==> config.mk <==
export PLATFORM = sky130hd
export DESIGN_NAME = wl_timer_loop_unit
export DESIGN_NICKNAME = d
export VERILOG_FILES = /design/src/rtl/wl_pkg.sv /design/src/rtl/wl_limit_reg.sv /design/src/rtl/wl_wait_timer.sv /design/src/rtl/wl_loop_counter.sv /design/src/rtl/wl_timer_loop_unit.sv
export SDC_FILE = /design/constraint.sdc
export NUM_CORES = 1
export LEC_CHECK = 0
export ABC_AREA = 1
export BUFFER_PORTS_ARGS = -buffer_cell sky130_fd_sc_hd__buf_2
export CAP_MARGIN = 20
export CORE_AREA = 2 2 161 163
export DETAILED_ROUTE_END_ITERATION = 7
export DIE_AREA = 0 0 163 165
export GPL_TIMING_DRIVEN = 0
export PLACE_DENSITY = 0.69
export SYNTH_ARGS = -nofsm -noshare
export SYNTH_HDL_FRONTEND = slang
export SYNTH_SLANG_ARGS = --single-unit
==> constraint.sdc <==
create_clock -name clk -period 4.7 [get_ports clk]
set_input_delay 0 -clock clk [delete_from_list [all_inputs] [get_ports clk]]
set_output_delay 0 -clock clk [all_outputs]
set_load 0.005 [all_outputs]
==> src/rtl/wl_pkg.sv <==
package wl_pkg;
    typedef enum logic [2:0] {
        OP_NOP   = 3'd0,
        OP_TWAIT = 3'd1,
        OP_JMPC  = 3'd2,
        OP_ADD   = 3'd3,
        OP_COPY  = 3'd4
    } wl_op_e;

    typedef enum logic [1:0] {
        ST_OFF   = 2'd0,
        ST_IDLE  = 2'd1,
        ST_TWAIT = 2'd2
    } wl_state_e;

    localparam int unsigned NUM_TMR  = 2;
    localparam int unsigned NUM_LOOP = 2;
    localparam int unsigned NUM_LIM  = NUM_TMR + NUM_LOOP;
endpackage

==> src/rtl/wl_limit_reg.sv <==
module wl_limit_reg #(
    parameter int unsigned W = 16
) (
    input  logic         clk,
    input  logic         rst_n,
    input  logic         host_we,
    input  logic [W-1:0] host_data,
    input  logic         cmd_we,
    input  logic [W-1:0] cmd_data,
    output logic [W-1:0] q
);
    // A sequencer update outranks a host write in the same cycle.
    always_ff @(posedge clk or negedge rst_n) begin
        if (!rst_n)
            q <= '0;
        else if (cmd_we)
            q <= cmd_data;
        else if (host_we)
            q <= host_data;
    end
endmodule

==> src/rtl/wl_wait_timer.sv <==
module wl_wait_timer #(
    parameter int unsigned W = 16
) (
    input  logic         clk,
    input  logic         rst_n,
    input  logic         clr,
    input  logic         run,
    input  logic [W-1:0] lim,
    output logic [W-1:0] cnt,
    output logic         hit
);
    assign hit = (cnt == lim);

    always_ff @(posedge clk or negedge rst_n) begin
        if (!rst_n)
            cnt <= '0;
        else if (clr)
            cnt <= '0;
        else if (run) begin
            if (hit)
                cnt <= '0;
            else
                cnt <= cnt + 1'b1;
        end
    end
endmodule

==> src/rtl/wl_loop_counter.sv <==
module wl_loop_counter #(
    parameter int unsigned W = 16
) (
    input  logic         clk,
    input  logic         rst_n,
    input  logic         clr,
    input  logic         eval,
    input  logic [W-1:0] lim,
    output logic [W-1:0] cnt,
    output logic         take
);
    // Compare first, then step or clear.
    assign take = (cnt != lim);

    always_ff @(posedge clk or negedge rst_n) begin
        if (!rst_n)
            cnt <= '0;
        else if (clr)
            cnt <= '0;
        else if (eval) begin
            if (take)
                cnt <= cnt + 1'b1;
            else
                cnt <= '0;
        end
    end
endmodule

==> src/rtl/wl_timer_loop_unit.sv <==
module wl_timer_loop_unit
    import wl_pkg::*;
#(
    parameter int unsigned W  = 16,
    parameter int unsigned QW = 4
) (
    input  logic          clk,
    input  logic          rst_n,
    input  logic          enable,
    input  logic          cmd_start,
    input  logic [2:0]    cmd_op,
    input  logic [1:0]    cmd_idx,
    input  logic [QW-1:0] cmd_target,
    input  logic [W-1:0]  adj_val,
    input  logic [W-1:0]  hold_val,
    input  logic          host_we,
    input  logic [1:0]    host_sel,
    input  logic [W-1:0]  host_data,
    input  logic          vis,
    input  logic [1:0]    rd_sel,
    output logic [W-1:0]  rd_data,
    output logic          done_o,
    output logic          jump_o,
    output logic [QW-1:0] jump_addr
);
    localparam int unsigned LSELW = $clog2(NUM_LIM);

    wl_state_e st_q, st_d;
    wl_op_e    op;
    logic      wsel_q;

    logic [NUM_LIM-1:0][W-1:0]  lim_q;
    logic [NUM_LIM-1:0][W-1:0]  live;
    logic [NUM_TMR-1:0][W-1:0]  tm_cnt;
    logic [NUM_TMR-1:0]         tm_hit;
    logic [NUM_LOOP-1:0][W-1:0] lc_cnt;
    logic [NUM_LOOP-1:0][W-1:0] lc_lim;
    logic [NUM_LOOP-1:0]        lc_take;

    logic accept, is_twait, is_jmp, is_upd;
    logic [W-1:0] upd_val;
    logic sel_hit, sel_take;

    assign op       = wl_op_e'(cmd_op);
    assign accept   = (st_q == ST_IDLE) && cmd_start && enable;
    assign is_twait = accept && (op == OP_TWAIT);
    assign is_jmp   = accept && (op == OP_JMPC);
    assign is_upd   = accept && ((op == OP_ADD) || (op == OP_COPY));
    assign upd_val  = (op == OP_ADD) ? (lim_q[cmd_idx] + adj_val) : hold_val;
    assign sel_hit  = tm_hit[wsel_q];
    assign sel_take = lc_take[cmd_idx[0]];

    // Limit registers: index 0,1 timers, 2,3 loop counters.
    for (genvar k = 0; k < NUM_LIM; k++) begin : g_lim
        wl_limit_reg #(.W(W)) u_lim (
            .clk      (clk),
            .rst_n    (rst_n),
            .host_we  (host_we && (host_sel == LSELW'(k))),
            .host_data(host_data),
            .cmd_we   (is_upd && (cmd_idx == LSELW'(k))),
            .cmd_data (upd_val),
            .q        (lim_q[k])
        );
    end

    for (genvar t = 0; t < NUM_TMR; t++) begin : g_tmr
        wl_wait_timer #(.W(W)) u_tmr (
            .clk  (clk),
            .rst_n(rst_n),
            .clr  (!enable),
            .run  ((st_q == ST_TWAIT) && (wsel_q == t[0])),
            .lim  (lim_q[t]),
            .cnt  (tm_cnt[t]),
            .hit  (tm_hit[t])
        );
        assign live[t] = tm_cnt[t];
    end

    for (genvar c = 0; c < NUM_LOOP; c++) begin : g_loop
        assign lc_lim[c] = lim_q[NUM_TMR + c];
        wl_loop_counter #(.W(W)) u_loop (
            .clk  (clk),
            .rst_n(rst_n),
            .clr  (!enable),
            .eval (is_jmp && (cmd_idx[0] == c[0])),
            .lim  (lc_lim[c]),
            .cnt  (lc_cnt[c]),
            .take (lc_take[c])
        );
        assign live[NUM_TMR + c] = lc_cnt[c];
    end

    assign rd_data = vis ? live[rd_sel] : lim_q[rd_sel];

    // Next-state logic.
    always_comb begin
        st_d = st_q;
        unique case (st_q)
            ST_OFF:   st_d = ST_IDLE;
            ST_IDLE:  if (is_twait) st_d = ST_TWAIT;
            ST_TWAIT: if (sel_hit)  st_d = ST_IDLE;
            default:  st_d = ST_OFF;
        endcase
        if (!enable) st_d = ST_OFF;
    end

    // State register.
    always_ff @(posedge clk or negedge rst_n) begin
        if (!rst_n) begin
            st_q   <= ST_OFF;
            wsel_q <= 1'b0;
        end else begin
            st_q <= st_d;
            if (is_twait) wsel_q <= cmd_idx[0];
        end
    end

    // Output register.
    always_ff @(posedge clk or negedge rst_n) begin
        if (!rst_n) begin
            done_o    <= 1'b0;
            jump_o    <= 1'b0;
            jump_addr <= '0;
        end else if (!enable) begin
            done_o    <= 1'b0;
            jump_o    <= 1'b0;
            jump_addr <= '0;
        end else begin
            done_o <= 1'b0;
            jump_o <= 1'b0;
            unique case (st_q)
                ST_IDLE: begin
                    if (is_jmp || is_upd) done_o <= 1'b1;
                    if (is_jmp && sel_take) begin
                        jump_o    <= 1'b1;
                        jump_addr <= cmd_target;
                    end
                end
                ST_TWAIT: if (sel_hit) done_o <= 1'b1;
                default: ;
            endcase
        end
    end
endmodule

==> flow_metrics.tcl <==
set metrics [dict create \
    clk_latency_ns 0.44 \
    drc 0 \
    wirelength_mm 40.28 \
    crit_fanout 10 \
    start_util_pct 41.57 \
    layout_commonest_cell "nand2_1" \
    pin_count 89 \
    area_delta_synth_final_pct 17.48 \
    rsz0062_at_grt "no" \
    syn_nets 1617 \
    worstSetupPathType "in2reg" \
    place_hpwl_mm 31.20 \
    cp.depth 20 \
    arrival_ns 3.91 \
    ys_ff_latch 137 \
    cts_tree "yes" \
    endpoint_kind "flop" \
    period_needed_ns 3.589 \
    cts_setup_buffers 0 \
    drv_cap 0 \
    r2r_cells 12 \
    syn_inst 1528 \
    netlist_area_mm2 0.01041 \
    instances_no_fill 2007 \
    critPathSlowestCell "dlygate4sd3_1" \
    post_cts_resized 0 \
    htreeDepth 4 \
    root_buffer "clkbuf_16" \
    crit_buf_inv 6 \
    grt_usage_pct 30.42 \
    layout-drive-gt1-share_pct 11.52 \
    clock_sinks 137 \
    holdBufCountCts 30 \
    max_stage_delay_ns 0.55 \
    ys_warn_count 0 \
    worstMarginPinSlew_ns 1.066 \
    fmax_ghz 0.2786 \
    run_status "complete, no violations" \
    start_kind "primary input" \
    setup_tns_ns 0 \
    yosysUniqueCellTypes 48 \
    yosysSeqAreaShare_pct 32.94 \
    hold_depth 4 \
    grt_pass1_vias 10700 \
    async_reset_ff_share_pct 100.0 \
    die_y_um 165 \
    io_buffers 84 \
    hold_class "in2reg" \
    overflow 0 \
    hold_viol_final 0 \
    drv_slew 0 \
    synthFlopType "dfrtp_1" \
    final_util_pct 48.84 \
    antenna_found_initial 1 \
    die_w_um 163 \
    drt_iter0_markers 1256 \
    clockBufferDepth 2 \
    setup_viol 0 \
    cts_buffers 17 \
    skew_ns 0.01118 \
    die_area_mm2 0.02690 \
    cpMostUsedCell "nand3_1" \
    grt_pass1_wl_mm 60.80 \
    synth_edf_count 0 \
    row_count 58 \
    dr.pass1.iters 7 \
    antenna_left 0 \
    postSynthAreaPerCell_um2 6.811 \
    max-vdd-ir-drop_v 0.0002634 \
    gp_congestion 1.000 \
    final_cell_mix "nand2_1 (396), inv_1 (161), dfrtp_1 (137)" \
    finalCritPeriodShare_pct 76.37 \
    core_mm2 0.02504 \
    wire_per_inst_um 20.07 \
    num-nets-final 1752 \
    viasPerCell 5.698 \
    vias 11440 \
    cp.required_ns 5.02 \
    power.density_mw_per_mm2 318.7 \
    clk_pin_slew_ns 0.06 \
    crit_chain "dlygate4sd3_1, buf_4, nor2_1, clkbuf_1, a22oi_1, o221ai_1, ha_1, inv_1, fa_1, inv_1, nand3_1, nand3_1, nand3_1, nand3_1, nor2_1, nor2_1, nand2_1, nand3_1, nand2_1, dlygate4sd3_1" \
    place_inst 1943 \
    max_slew_margin_pct 28.18 \
    leakage_nw 5.776 \
    crit_family "buffers and inverters" \
    grt_max_degree 77 \
]
## metrics by stage
stage          hold slack, ns  instance area, um^2  power [W]  worst slack (ns)
6_report              0.01509                12230   0.003896             1.111
5_1_grt               0.02773                12220   0.004053            0.8712
4_1_cts              0.001016                12220   0.003868             1.195
3_5_place_dp          0.02866                11270   0.002379             1.433
3_3_place_gp           0.2057                11240   0.002361             1.484
2_1_floorplan         -0.2956                10410   0.001991             2.311
## path summary, 6_finish.rpt
path | start | to | slack [ns]
setup reg to reg | g_lim[0].u_lim.q[1] | g_lim[2].u_lim.q[3] | 1.35
min in group asynchronous | rst_n | g_lim[0].u_lim.q[13] | 0.10
hold / removal | cmd_op[2] | done_o | 0.02
max in group asynchronous | rst_n | g_loop[0].u_loop.cnt[15] | 3.77
hold reg to reg | jump_addr[0] | jump_addr[0] | 0.52
setup / recovery | cmd_idx[0] | g_lim[1].u_lim.q[12] | 1.11
## per-layer routing
layer / routed length [um] / GRT usage, %
met1: 15960 / 39.16
met2: 17770 / 47.75
met3: 4053 / 5.575
met4: 2495 / 18.14
met5: 0 / 0
## sequential cells by signal, indices dropped and copies added, names as in the netlist
| signal | count |
|---|---|
| jump_o | 1 |
| wsel_q | 1 |
| done_o | 1 |
| st_q | 2 |
| g_loop.u_loop.cnt | 32 |
| g_lim.u_lim.q | 64 |
| jump_addr | 4 |
| g_tmr.u_tmr.cnt | 32 |
## final cells by class
cell class | count | area (um^2)
fill | 2543 | 12810
multi-input combinational | 1151 | 6027
sequential | 137 | 3428
timing repair buffer | 116 | 762.0
inverter | 180 | 675.6
clock buffer | 17 | 425.4
tap | 330 | 412.9
buffer | 60 | 276.5
clock inverter | 15 | 216.5
antenna | 1 | 2.502
## report_power, final
group	switching, W	leakage (nW)	internal (W)
registers	0.000205	1.80	0.00128
clock network	0.000578	0.307	0.000900
logic	0.000589	3.67	0.000342
## cell usage after synthesis, drive strengths merged, types with 26 or more instances
library cell | instances | area (um^2)
a21oi | 82 | 414.2
nor2 | 121 | 500.5
nand3 | 125 | 635.6
clkbuf | 34 | 131.4
o21ai | 143 | 715.7
inv | 178 | 668.1
dfrtp | 137 | 3428
xor2 | 62 | 543.0
o22ai | 26 | 162.7
nand4 | 28 | 175.2
buf | 26 | 145.1
nand2 | 403 | 1545
xnor2 | 31 | 271.5
## tightest hold or removal path, stage by stage
cell	delay [ns]
buf_2	0.14
nor4_4	0.08
nor2_1	0.10
a21oi_1	0.08
## kinds of logic (layout without fill, tap and decap cells)
group                    count (synthesis)  after routing  share of synthesized area (%)
AND/OR/NAND/NOR                        716            716                          29.92
other                                    0              1                              0
flip-flops                             137            137                          32.94
buffers and inverters                  240            388                          9.149
XOR/XNOR                                93             93                          7.826
adder cells (fa/ha/maj)                 22             22                          2.717
AO/OA/AOI/OAI                          320            320                          17.44
Power figures use the tool's default switching activity.
